## config.mk

```make
export PLATFORM = sky130hd
export DESIGN_NAME = fsm_seq_top
export DESIGN_NICKNAME = d
export VERILOG_FILES = /design/src/rtl/fsm_seq_pkg.sv /design/src/rtl/fsm_rst_sync.sv /design/src/rtl/fsm_code_map.sv /design/src/rtl/fsm_next.sv /design/src/rtl/fsm_seq_top.sv
export SDC_FILE = /design/constraint.sdc
export NUM_CORES = 1
export LEC_CHECK = 0
export BUFFER_PORTS_ARGS = -buffer_cell sky130_fd_sc_hd__buf_2
export CORE_AREA = 2 2 39 41
export DETAILED_ROUTE_END_ITERATION = 10
export DIE_AREA = 0 0 41 43
export HOLD_SLACK_MARGIN = 0.1
export SYNTH_ARGS = -nofsm -noshare
export SYNTH_HDL_FRONTEND = slang
export SYNTH_HIERARCHICAL = 1
export SYNTH_SLANG_ARGS = --single-unit
```

## constraint.sdc

```tcl
create_clock -name clk -period 1.04 [get_ports clk]
set_input_delay 0.208 -clock clk [delete_from_list [all_inputs] [get_ports clk]]
set_output_delay 0.208 -clock clk [all_outputs]
set_load 0.01 [all_outputs]
```

## src/rtl/fsm_seq_pkg.sv

```systemverilog
package fsm_seq_pkg;
  parameter int STATE_W = 4;
  typedef logic [STATE_W-1:0] code_t;

  // Logical codes; the idle code doubles as the inversion mask so that
  // the physical idle value is all zeros.
  localparam code_t CODE_IDLE  = 4'b0101;
  localparam code_t CODE_RUN_A = 4'b0110;
  localparam code_t CODE_RUN_B = 4'b1001;
  localparam code_t CODE_START = 4'b1010;
  localparam code_t INV_MASK   = CODE_IDLE;
endpackage

```

## src/rtl/fsm_rst_sync.sv

```systemverilog
module fsm_rst_sync #(
  parameter int STAGES = 2
) (
  input  logic clk,
  input  logic rst_n,
  output logic rst_sync_n
);
  logic [STAGES-1:0] sync_q;

  always_ff @(posedge clk or negedge rst_n) begin
    if (!rst_n) sync_q <= '0;
    else        sync_q <= {sync_q[STAGES-2:0], 1'b1};
  end

  assign rst_sync_n = sync_q[STAGES-1];
endmodule

```

## src/rtl/fsm_code_map.sv

```systemverilog
module fsm_code_map
  import fsm_seq_pkg::*;
(
  input  code_t code_in,
  output code_t code_out
);
  // Per-bit inversion selected by the mask; applying it twice is identity,
  // so the same map converts physical to logical and back.
  for (genvar i = 0; i < STATE_W; i++) begin : g_bit
    if (INV_MASK[i]) begin : g_inv
      assign code_out[i] = ~code_in[i];
    end else begin : g_pass
      assign code_out[i] = code_in[i];
    end
  end
endmodule

```

## src/rtl/fsm_next.sv

```systemverilog
module fsm_next
  import fsm_seq_pkg::*;
(
  input  code_t cur_log,
  output code_t nxt_log,
  output logic  out_d
);
  always_comb begin
    unique case (cur_log)
      CODE_IDLE:  begin nxt_log = CODE_START; out_d = 1'b0; end
      CODE_START: begin nxt_log = CODE_RUN_A; out_d = 1'b1; end
      CODE_RUN_A: begin nxt_log = CODE_RUN_B; out_d = 1'b1; end
      CODE_RUN_B: begin nxt_log = CODE_RUN_A; out_d = 1'b1; end
      default:    begin nxt_log = CODE_IDLE;  out_d = 1'b0; end
    endcase
  end
endmodule

```

## src/rtl/fsm_seq_top.sv

```systemverilog
module fsm_seq_top
  import fsm_seq_pkg::*;
#(
  parameter int SYNC_STAGES = 2
) (
  input  logic               clk,
  input  logic               rst_n,
  output logic               y_out,
  output logic [STATE_W-1:0] obs_state
);
  logic  rst_sync_n;
  code_t state_q;
  code_t state_d;
  code_t cur_log;
  code_t nxt_log;
  logic  out_d;
  logic  y_q;

  fsm_rst_sync #(.STAGES(SYNC_STAGES)) u_rst_sync (
    .clk        (clk),
    .rst_n      (rst_n),
    .rst_sync_n (rst_sync_n)
  );

  fsm_code_map u_rd_map (
    .code_in  (state_q),
    .code_out (cur_log)
  );

  fsm_next u_next (
    .cur_log (cur_log),
    .nxt_log (nxt_log),
    .out_d   (out_d)
  );

  fsm_code_map u_wr_map (
    .code_in  (nxt_log),
    .code_out (state_d)
  );

  // State register: clears to all zeros only.
  always_ff @(posedge clk or negedge rst_sync_n) begin
    if (!rst_sync_n) state_q <= '0;
    else             state_q <= state_d;
  end

  // Output register.
  always_ff @(posedge clk or negedge rst_sync_n) begin
    if (!rst_sync_n) y_q <= 1'b0;
    else             y_q <= out_d;
  end

  assign y_out     = y_q;
  assign obs_state = cur_log;
endmodule

```

# Word-level counts from Yosys, hierarchy flattened
# Index checks and enable logic that the tools add are counted.
# W data, S select, Z words.
dict set report word_totals {
  word_cells 15
  regBits 7
}
dict set report classes {
  bitwise_logic 4
  eq_ne 4
  reduce_logical 2
  mux 2
}
# operator count
set ops {}
lappend ops {{$pmux W4 S3} 1}
lappend ops {{$eq A4 B3 Y1 const B} 2}
lappend ops {{$eq A4 B4 Y1 const B} 2}
lappend ops {{$not A1 Y1} 4}
lappend ops {{$reduce_or A3 Y1} 1}
lappend ops {{$reduce_or A2 Y1} 1}
lappend ops {{$mux W1} 1}

# Longest topological paths before layout
# Gate-level depths: netlist of the first run.
dict set report depth {
  word_depth 5
  depth_mapped 4
  depth_no_buf 4
}

# Hierarchy
# The synthesis of the first run kept the hierarchy.
# module n_inst area_each_um2 seq_area_each_um2 cells_each
set modules_own_cells {}
lappend modules_own_cells {fsm_seq_top 1 125.1 125.1 5}
lappend modules_own_cells {fsm_next 1 83.8 0.0 10}
lappend modules_own_cells {fsm_rst_sync 1 53.8 50.0 3}
lappend modules_own_cells {fsm_code_map 2 22.5 0.0 4}

# Worst setup path before layout of the first run
# Ideal clock, no wire load.
dict set report synth_path {
  kind {reg2reg}
  start {register state_q[3]}
  end {register state_q[1]}
  path_stages_with_launch 5
  required_time_ns 0.925
  setup_ns 0.115
  arrival_ns 0.944
  path_slack_ns -0.018
  path_cell_list {dfrtp_1 buf_4 xnor2_1 o22ai_1 buf_4}
}
dict set report synth_via {
  elab_chain_cells 3
  word_cells_on_any_way 6
  cone_classes {4 x eq/ne; 1 x mux; 1 x reduce/logical}
}
# item line_no
set synth_lines {}
lappend synth_lines {{from (decl)} fsm_seq_top.sv:12} ;# code_t state_q;
lappend synth_lines {{from (signal assigned)} fsm_seq_top.sv:44} ;# else state_q <= state_d;
lappend synth_lines {{$eq A4 B4 Y1} fsm_next.sv:9} ;# unique case (cur_log)
lappend synth_lines {{$reduce_or A2 Y1 (no source line)} --}
lappend synth_lines {{$pmux W4 S3 *} fsm_next.sv:9}
lappend synth_lines {{named net nxt_log[1]} fsm_seq_top.sv:15} ;# code_t nxt_log;
# The timed path passes the listed nets; every way through them passes the cells marked *.

# Worst setup path in the final report of the first run
dict set report layout_path {
  start {register state_q[3]}
  end {output port obs_state[3]}
}
# item line_no
set layout_rtl {}
lappend layout_rtl {{to (decl)} fsm_seq_top.sv:9} ;# output logic [STATE_W-1:0] obs_state
# No word-level cell between the ends.

==> flow_summary_export.csv, run 1 <==
group,metric,value,unit
clock_tree,h-tree-depth,1,
run,maxCapViolations,0,
final_layout,drive_gt1_share,53.85,%
logic_synthesis,ys_warn_count,6,
final_layout,fin_cells,55,
place,dp_cells,44,
power_and_ir_drop,peakVddDrop,0.5593,mV
setup_path,worst-path-buf-inv,1,
clock_tree,cts_tree,"built",
route,routed_wl,489,um
global_routing,overflow,0,
sta,fin_tns_setup,0,ns
clock_tree,clk_pin_slew,0.06,ns
clock_tree,clk_latency,0.25,ns
setup_path,cp-start-kind,"register",
place,gp_congestion,0.7160,
logic_synthesis,synth_fp_nets,28,
power_and_ir_drop,swShare,20.91,%
setup_path,max_stage_delay,0.45,ns
setup_path,r2r_cells,5,
worst_hold_path,min_path_type,"in2async",
global_routing,grt_max_degree,6,
final_layout,antennaDiodeCount,0,
logic_synthesis,postSynthCellCount,26,
floorplan,core,1384,um^2
setup_path,cp-endpoint,"obs_state[3]",
sta,drv_slew,0,
sta,holdWs,0.2659,ns
setup_path,critPathLaunch,"state_q[3]$_DFF_PN0_",
logic_synthesis,avgSynthCellArea,11.84,um^2
floorplan,dieHeight,43,um
global_routing,grt_pass1_vias,218,
setup_path,timing.rr.start,"state_q[0]$_DFF_PN0_",
route,firstDrtPassIters,3,
setup_path,rr_endpoint,"state_q[2]$_DFF_PN0_",
route,post_drt_wl_per_cell,8.891,um
route,drt_iter0_markers,2,
setup_path,r2r_slack,0.03,ns
place,hpwl,353.4,um
logic_synthesis,ys_seq_area_share,56.91,%
power_and_ir_drop,clkPwrFrac,45.7,%
route,vias_per_cell,3.782,
final_layout,area_growth,43.50,%
final_layout,fin_util,31.92,%
power_and_ir_drop,switching_power,112.6,uW
final_layout,final_cell_mix,"dfrtp_1 (6), buf_2 (4), buf_4 (4)",
global_routing,grt_pass1_wl,869,um
sta,finalHoldViolCount,0,
global_routing,antenna_found_initial,0,
clock_tree,cts_buffer_depth,2,
power_and_ir_drop,p_comb_share,2.8,%
final_layout,final_nets,42,
route,vias,208,
sta,finalSetupViolCount,0,
power_and_ir_drop,intPower,425.8,uW
global_routing,track_usage,7.879,%
sta,rsz0062_at_grt,"yes",
floorplan,row_count,14,
status,status,"completed",
final_layout,mostFrequentLayoutCell,"dfrtp_1",
power_and_ir_drop,p_leak,0.2338,nW
floorplan,ios,7,
floorplan,start_util,22.24,%
logic_synthesis,synthTopCellsByArea,"dfrtp_1 (57%), buf_4 (9.8%), nand2b_4 (8.9%)",
sta,fin_crit_sh,99.97,%
logic_synthesis,synth_top_area_share,56.91,%
setup_path,path_cells,"buf_6",
setup_path,worst_ep_arrival_time,0.83,ns
logic_synthesis,ys_seq_elements,7,
route,drcViolationCount,0,
setup_path,cp.depth,1,
setup_path,worstPathMaxFanout,4,
setup_path,worst-setup-path-type,"reg2out",
logic_synthesis,syn_area,307.8,um^2
place,portBuffers,6,
sta,fin_crit,1.040,ns
sta,finClkSkew,0.003615,ns
power_and_ir_drop,p_per_area,1219,nW/um^2
floorplan,die_area,1763,um^2
clock_tree,numCtsBuffers,3,
setup_path,cp_top_family,"flip-flops",
clock_tree,clock-sinks,7,
setup_path,crit_required,0.83,ns
setup_path,cp_slowest_cell,"dfrtp_2",
power_and_ir_drop,seqPwrFrac,51.6,%
floorplan,die_w,41,um
sta,maxClockFrequency,0.9619,GHz
route,drtAntennaViolNets,0,
setup_path,cp-end-kind,"primary output",
clock_tree,cts_root_buf,"clkbuf_4",
logic_synthesis,synth_top_cell_by_area,"dfrtp_1",
logic_synthesis,ys_types,11,
## sequential cells by signal, summed over array words and instances, names as in the netlist
| name | flops |
|---|---|
| u_rst_sync/sync_q | 2 |
| state_q | 4 |
| y_out | 1 |
## metrics by stage
stage,setup WS (ns),area [um^2],power (mW)
finish,0.0003428,441.7,0.5384
global route,-0.03681,441.7,0.5678
CTS,-0.009072,435.4,0.5483
detailed placement,0.06466,340.3,0.2894
global placement,0.08075,340.3,0.2885
floorplan,0.01594,320.3,0.2848
## cell type report
class / instances / area, um^2
timing repair buffer: 13 / 102.6
fill: 148 / 942.2
sequential: 7 / 176.4
clock inverter: 1 / 5.005
clock buffer: 3 / 22.52
inverter: 5 / 18.77
tap: 16 / 20.02
multi-input combinational: 10 / 96.34
## worst min path at each step
stage / from / end / slack [ns] / cells past startpoint
2_1_floorplan: rst_n / u_rst_sync/sync_q[0]$_DFF_PN0_ / -0.09 / 0
3_3_place_gp: rst_n / u_rst_sync/sync_q[1]$_DFF_PN0_ / -0.006 / 1
3_5_place_dp: rst_n / u_rst_sync/sync_q[1]$_DFF_PN0_ / -0.005 / 1
4_1_cts: rst_n / u_rst_sync/sync_q[1]$_DFF_PN0_ / 0.27 / 2
5_1_grt: rst_n / u_rst_sync/sync_q[1]$_DFF_PN0_ / 0.28 / 2
6_report: rst_n / u_rst_sync/sync_q[1]$_DFF_PN0_ / 0.27 / 2
## layer usage
metal,track usage (%),wire length (um),up-vias
met5,0,0,-
met4,4.000,0,0
met3,4.712,27,0
met2,10.31,242,5
met1,9.836,219,98
li1,-,-,105
## worst register-to-register path: cells and delay by family, from the launching register on
kind	cells	cell delay [ns]
and+or+nand+nor	1	0.15
buffers and inverters	3	0.22
DFF	1	0.34
AOI/OAI and AO/OA	1	0.25
## kinds of logic (layout without fill, tap and decap cells)
group | count (synthesis) | in the layout | share of synthesized area (%)
and+or+nand+nor | 3 | 3 | 10.98
DFF | 7 | 7 | 56.91
buffers and inverters | 9 | 22 | 15.85
other | 1 | 1 | 1.218
xor gates and xnor gates | 1 | 1 | 2.846
AOI/OAI and AO/OA | 5 | 5 | 12.20
## synthesized netlist by cell type, drive strengths merged
cell and count:
a211o 1, buf 4, o22a 1, conb 1
dfrtp 7, o22ai 2, inv 5, a211oi 1
xnor2 1, nand2b 3
## power groups by stage
| stage | Clock, mW | Combinational, mW | Sequential (mW) |
|---|---|---|---|
| 6_report | 0.246 | 0.0148 | 0.278 |
| 5_1_grt | 0.272 | 0.0177 | 0.278 |
| 4_1_cts | 0.255 | 0.0153 | 0.278 |
| 3_5_place_dp | 0 | 0.00308 | 0.286 |
| 3_3_place_gp | 0 | 0.00303 | 0.285 |
| 2_1_floorplan | 0 | 0.000313 | 0.284 |
## what timing repair did
item | in CTS | in global routing
gates cloned | 0 | 0
buffers inserted | 4 | 0
hold buffers | 3 | 0
hold endpoints to repair | 5 | 0
resized for setup | 4 | 1
endpoints found under the setup margin | 3 | 4
No activity file was read; power rests on OpenSTA's default activity.
==> inputs of run 2 (changes only) <==
Settings changed: MAX_ROUTING_LAYER from default to met4, SETUP_SLACK_MARGIN from default to 0.15.
==> flow_summary_export.csv, run 2 (synthesized netlist as in run 1, its figures left out) <==
group,metric,value,unit
floorplan,start_util,22.24,%
power_and_ir_drop,seqPwrFrac,53.8,%
setup_path,r2r_cells,3,
sta,rsz0062_at_grt,"yes",
final_layout,antennaDiodeCount,0,
setup_path,r2r_slack,0.06,ns
sta,fin_crit_sh,99.59,%
setup_path,cp-start-kind,"register",
setup_path,worst-setup-path-type,"reg2out",
floorplan,dieHeight,43,um
place,portBuffers,6,
power_and_ir_drop,peakVddDrop,0.5120,mV
setup_path,rr_endpoint,"state_q[2]$_DFF_PN0_",
setup_path,critPathLaunch,"state_q[3]$_DFF_PN0_",
clock_tree,clk_latency,0.24,ns
setup_path,worst-path-buf-inv,1,
power_and_ir_drop,p_leak,0.2392,nW
route,drcViolationCount,0,
final_layout,top_register,"state_q",
global_routing,grt_pass1_wl,848,um
global_routing,antenna_found_initial,0,
route,drtAntennaViolNets,0,
route,drt_iter0_markers,0,
final_layout,area_growth,49.19,%
setup_path,cp-endpoint,"obs_state[3]",
route,vias_per_cell,3.585,
sta,fin_tns_setup,0,ns
power_and_ir_drop,clkPwrFrac,45.1,%
final_layout,mostFrequentLayoutCell,"dfrtp_1",
route,firstDrtPassIters,1,
sta,fin_crit,1.036,ns
power_and_ir_drop,switching_power,95.93,uW
final_layout,final_nets,40,
setup_path,cp-end-kind,"primary output",
setup_path,worstPathMaxFanout,3,
global_routing,grt_pass1_vias,214,
floorplan,row_count,14,
sta,holdWs,0.07272,ns
global_routing,grt_max_degree,6,
sta,finalSetupViolCount,0,
clock_tree,cts_root_buf,"clkbuf_4",
route,post_drt_wl_per_cell,8.698,um
setup_path,max_stage_delay,0.45,ns
setup_path,worst_ep_arrival_time,0.83,ns
route,routed_wl,461,um
final_layout,stdcell_area,459.2,um^2
worst_hold_path,min_path_type,"reg2async",
sta,maxClockFrequency,0.9655,GHz
clock_tree,numCtsBuffers,3,
setup_path,cp_top_family,"flip-flops",
setup_path,cp.depth,1,
clock_tree,clock-sinks,7,
status,status,"completed",
power_and_ir_drop,intPower,426.4,uW
final_layout,regArea,176.4,um^2
setup_path,cp_slowest_cell,"dfrtp_2",
place,hpwl,311.7,um
route,vias,190,
place,dpl_cell_area,340.3,um^2
floorplan,die_area,1763,um^2
global_routing,track_usage,8.333,%
final_layout,largest_reg_flops,4,
clock_tree,cts_tree,"built",
run,maxCapViolations,0,
floorplan,core,1384,um^2
floorplan,ios,7,
final_layout,drive_gt1_share,59.46,%
power_and_ir_drop,p_per_area,1137,nW/um^2
power_and_ir_drop,p_comb_share,1.1,%
clock_tree,h-tree-depth,1,
sta,drv_slew,0,
setup_path,timing.rr.start,"state_q[3]$_DFF_PN0_",
setup_path,path_cells,"buf_6",
global_routing,overflow,0,
final_layout,final_cell_mix,"dfrtp_1 (6), buf_6 (5)",
final_layout,multi_input_comb_area,121.4,um^2
place,gp_congestion,0.6692,
power_and_ir_drop,swShare,18.37,%
setup_path,crit_required,0.83,ns
sta,finClkSkew,0.001701,ns
sta,finalHoldViolCount,0,
clock_tree,cts_buffer_depth,2,
floorplan,die_w,41,um
clock_tree,clk_pin_slew,0.05,ns
final_layout,fillerInstances,143,
-- run 2: metrics by stage --
step / power, mW / instances / setup slack (ns) / utilization, %
2_1_floorplan: 0.2848 / 26 / 0.06539 / -
6_report: 0.5223 / 53 / 0.004238 / 33.18
5_1_grt: 0.5575 / 53 / -0.03427 / 33.18
3_5_place_dp: 0.2888 / 44 / 0.1021 / 24.59
3_3_place_gp: 0.2883 / 44 / 0.1026 / 24.59
4_1_cts: 0.5375 / 53 / 0.01525 / 31.10
-- run 2: what timing repair did --
action / CTS / global route
pin swaps: 0 / 3
setup buffers: 4 / 0
hold buffers: 1 / 0
endpoints found under the setup margin: 7 / 10
gates resized for setup: 5 / 4
endpoints found under the hold margin: 7 / 0
-- run 2: layout make-up --
type,instances,share of cell area [%]
sequential,7,38.42
multi-input combinational,10,26.43
timing repair buffer,11,20.98
clock buffer,4,5.722
tap,16,4.360
inverter,5,4.087
-- run 2: worst min-delay path by stage --
stage / endpoint / slack [ns] / depth (start not counted)
floorplan: u_rst_sync/sync_q[0]$_DFF_PN0_ / -0.09 / 0
global placement: u_rst_sync/sync_q[0]$_DFF_PN0_ / -0.007 / 1
detailed placement: u_rst_sync/sync_q[1]$_DFF_PN0_ / -0.006 / 1
CTS: y_out$_DFF_PN0_ / 0.08 / 0
global route: y_out$_DFF_PN0_ / 0.11 / 0
finish: y_out$_DFF_PN0_ / 0.07 / 0
-- run 2: per-layer routing --
layer	share of wire, %	wire length, um	GRT usage (%)
met5	0	0	-
met4	0	0	10.00
met3	2.6	12	3.141
met2	56	257	10.31
met1	41	191	8.696
-- run 2: power groups by stage --
stage	clock network, mW	logic [mW]	registers, mW
2_1_floorplan	0	0.000313	0.284
3_3_place_gp	0	0.00294	0.285
3_5_place_dp	0	0.00300	0.286
4_1_cts	0.251	0.00589	0.281
5_1_grt	0.269	0.00654	0.282
6_report	0.236	0.00587	0.281
==> inputs of run 3 (changes only) <==
Settings changed: PLACE_DENSITY from default to 0.49, SETUP_SLACK_MARGIN 0.15 to default.
==> flow_summary_export.csv, run 3 (synthesized netlist as in run 1, its figures left out) <==
group,metric,value,unit
setup_path,max_stage_delay,0.44,ns
final_layout,antennaDiodeCount,0,
floorplan,dieHeight,43,um
worst_hold_path,min_path_type,"in2async",
global_routing,grt-busiest-layer,"met2",
floorplan,die_area,1763,um^2
global_routing,grtUsageMet1,6.623,%
clock_tree,clock-sinks,7,
sta,rsz0062_at_grt,"yes",
sta,maxClockFrequency,0.9664,GHz
final_layout,largest_reg_flops,4,
sta,fin_crit_sh,99.50,%
floorplan,core,1384,um^2
final_layout,fillerInstances,146,
final_layout,stdcell_area,461.7,um^2
clock_tree,cts_buffer_depth,2,
setup_path,rr_endpoint,"state_q[2]$_DFF_PN0_",
place,dpl_cell_area,340.3,um^2
run,maxCapViolations,0,
route,drt_iter0_markers,0,
setup_path,crit_required,0.83,ns
setup_path,cp-start-kind,"register",
clock_tree,clk_latency,0.25,ns
final_layout,drive_gt1_share,52.63,%
setup_path,worst-path-buf-inv,1,
place,gp_congestion,0.7309,
clock_tree,h-tree-depth,1,
sta,drv_slew,0,
sta,finClkSkew,0.007042,ns
final_layout,final_cell_mix,"dfrtp_1 (6), clkbuf_4 (3), buf_2 (3), buf_6 (3), inv_1 (3)",
sta,finalSetupViolCount,0,
route,drcViolationCount,0,
global_routing,grt_pass1_vias,231,
global_routing,track_usage,8.307,%
sta,fin_tns_setup,0,ns
floorplan,ios,7,
final_layout,top_register,"state_q",
global_routing,met3_usage,4.712,%
sta,fin_crit,1.035,ns
route,firstDrtPassIters,1,
clock_tree,cts_root_buf,"clkbuf_4",
setup_path,cp-end-kind,"primary output",
final_layout,mostFrequentLayoutCell,"dfrtp_1",
global_routing,overflow,0,
floorplan,row_count,14,
clock_tree,numCtsBuffers,3,
floorplan,start_util,22.24,%
setup_path,cp_slowest_cell,"dfrtp_2",
power_and_ir_drop,p_per_area,1165,nW/um^2
route,routed_wl,509,um
setup_path,worstPathMaxFanout,4,
route,vias,208,
setup_path,timing.rr.start,"state_q[0]$_DFF_PN0_",
setup_path,path_cells,"buf_6",
floorplan,die_w,41,um
setup_path,cp_top_family,"flip-flops",
setup_path,r2r_slack,0.05,ns
place,portBuffers,6,
setup_path,critPathLaunch,"state_q[3]$_DFF_PN0_",
setup_path,cp.depth,1,
route,post_drt_wl_per_cell,9.426,um
power_and_ir_drop,p_leak,0.2383,nW
global_routing,grt_pass1_wl,876,um
global_routing,antenna_found_initial,0,
setup_path,worst-setup-path-type,"reg2out",
global_routing,global_route.usage.met2,13.13,%
route,vias_per_cell,3.852,
clock_tree,cts_tree,"built",
setup_path,worst_ep_arrival_time,0.83,ns
setup_path,cp-endpoint,"obs_state[3]",
sta,finalHoldViolCount,0,
route,drtAntennaViolNets,0,
final_layout,area_growth,50.00,%
final_layout,final_nets,41,
status,status,"completed",
global_routing,grt_max_degree,6,
power_and_ir_drop,peakVddDrop,0.5903,mV
setup_path,r2r_cells,5,
clock_tree,clk_pin_slew,0.06,ns
place,hpwl,346.8,um
[run 3: final cells by class]
cell class                      count  area [um^2]  share of cell area, %
Clock buffer                        4        26.28                  5.691
Inverter                            5        18.77                  4.065
Multi-Input combinational cell     10        96.34                  20.87
Sequential cell                     7        176.4                  38.21
Tap cell                           16        20.02                  4.336
Timing Repair Buffer               12        123.9                  26.83
[run 3: how the worst min path moves through the flow]
stage               start                             end  slack, ns  depth (start not counted)
floorplan           rst_n  u_rst_sync/sync_q[0]$_DFF_PN0_      -0.09                          0
global placement    rst_n  u_rst_sync/sync_q[1]$_DFF_PN0_     -0.006                          1
detailed placement  rst_n  u_rst_sync/sync_q[1]$_DFF_PN0_     -0.006                          1
CTS                 rst_n  u_rst_sync/sync_q[1]$_DFF_PN0_       0.27                          2
global route        rst_n  u_rst_sync/sync_q[1]$_DFF_PN0_       0.27                          2
finish              rst_n  u_rst_sync/sync_q[1]$_DFF_PN0_       0.28                          2
[run 3: per-layer routing]
| layer | part of all wire, % | vias to the layer above |
|---|---|---|
| met3 | 6.5 | 0 |
| met4 | 0 | 0 |
| met2 | 57 | 6 |
| met5 | 0 | - |
| met1 | 36 | 101 |
| li1 | - | 101 |
[run 3: stage by stage]
step	cells	util (%)	setup WS (ns)	hold slack, ns	power [mW]
floorplan	26	-	0.01594	-0.08759	0.2848
global placement	44	24.59	0.08425	-0.005552	0.2885
detailed placement	44	24.59	0.04626	-0.005506	0.2890
CTS	52	31.37	-0.004622	0.2679	0.5512
global route	54	33.36	-0.01972	0.2687	0.5726
finish	54	33.36	0.005181	0.2770	0.5380
[run 3: what timing repair did]
| item | 4_1_cts | 5_1_grt |
|---|---|---|
| pin swaps | 0 | 1 |
| endpoints found under the setup margin | 4 | 5 |
| endpoints found under the hold margin | 7 | 0 |
| gates cloned | 0 | 0 |
| setup buffers | 2 | 2 |
| gates resized for setup | 6 | 0 |
| hold buffers | 2 | 0 |
[run 3: where the power goes]
| group | leakage (nW) | switching (mW) | internal [mW] | total [mW] |
|---|---|---|---|---|
| Combinational | 0.145 | 0.00586 | 0.00634 | 0.0122 |
| Sequential | 0.0781 | 0.00103 | 0.277 | 0.278 |
| Clock | 0.0150 | 0.102 | 0.147 | 0.248 |
| Total | 0.238 | 0.109 | 0.429 | 0.538 |
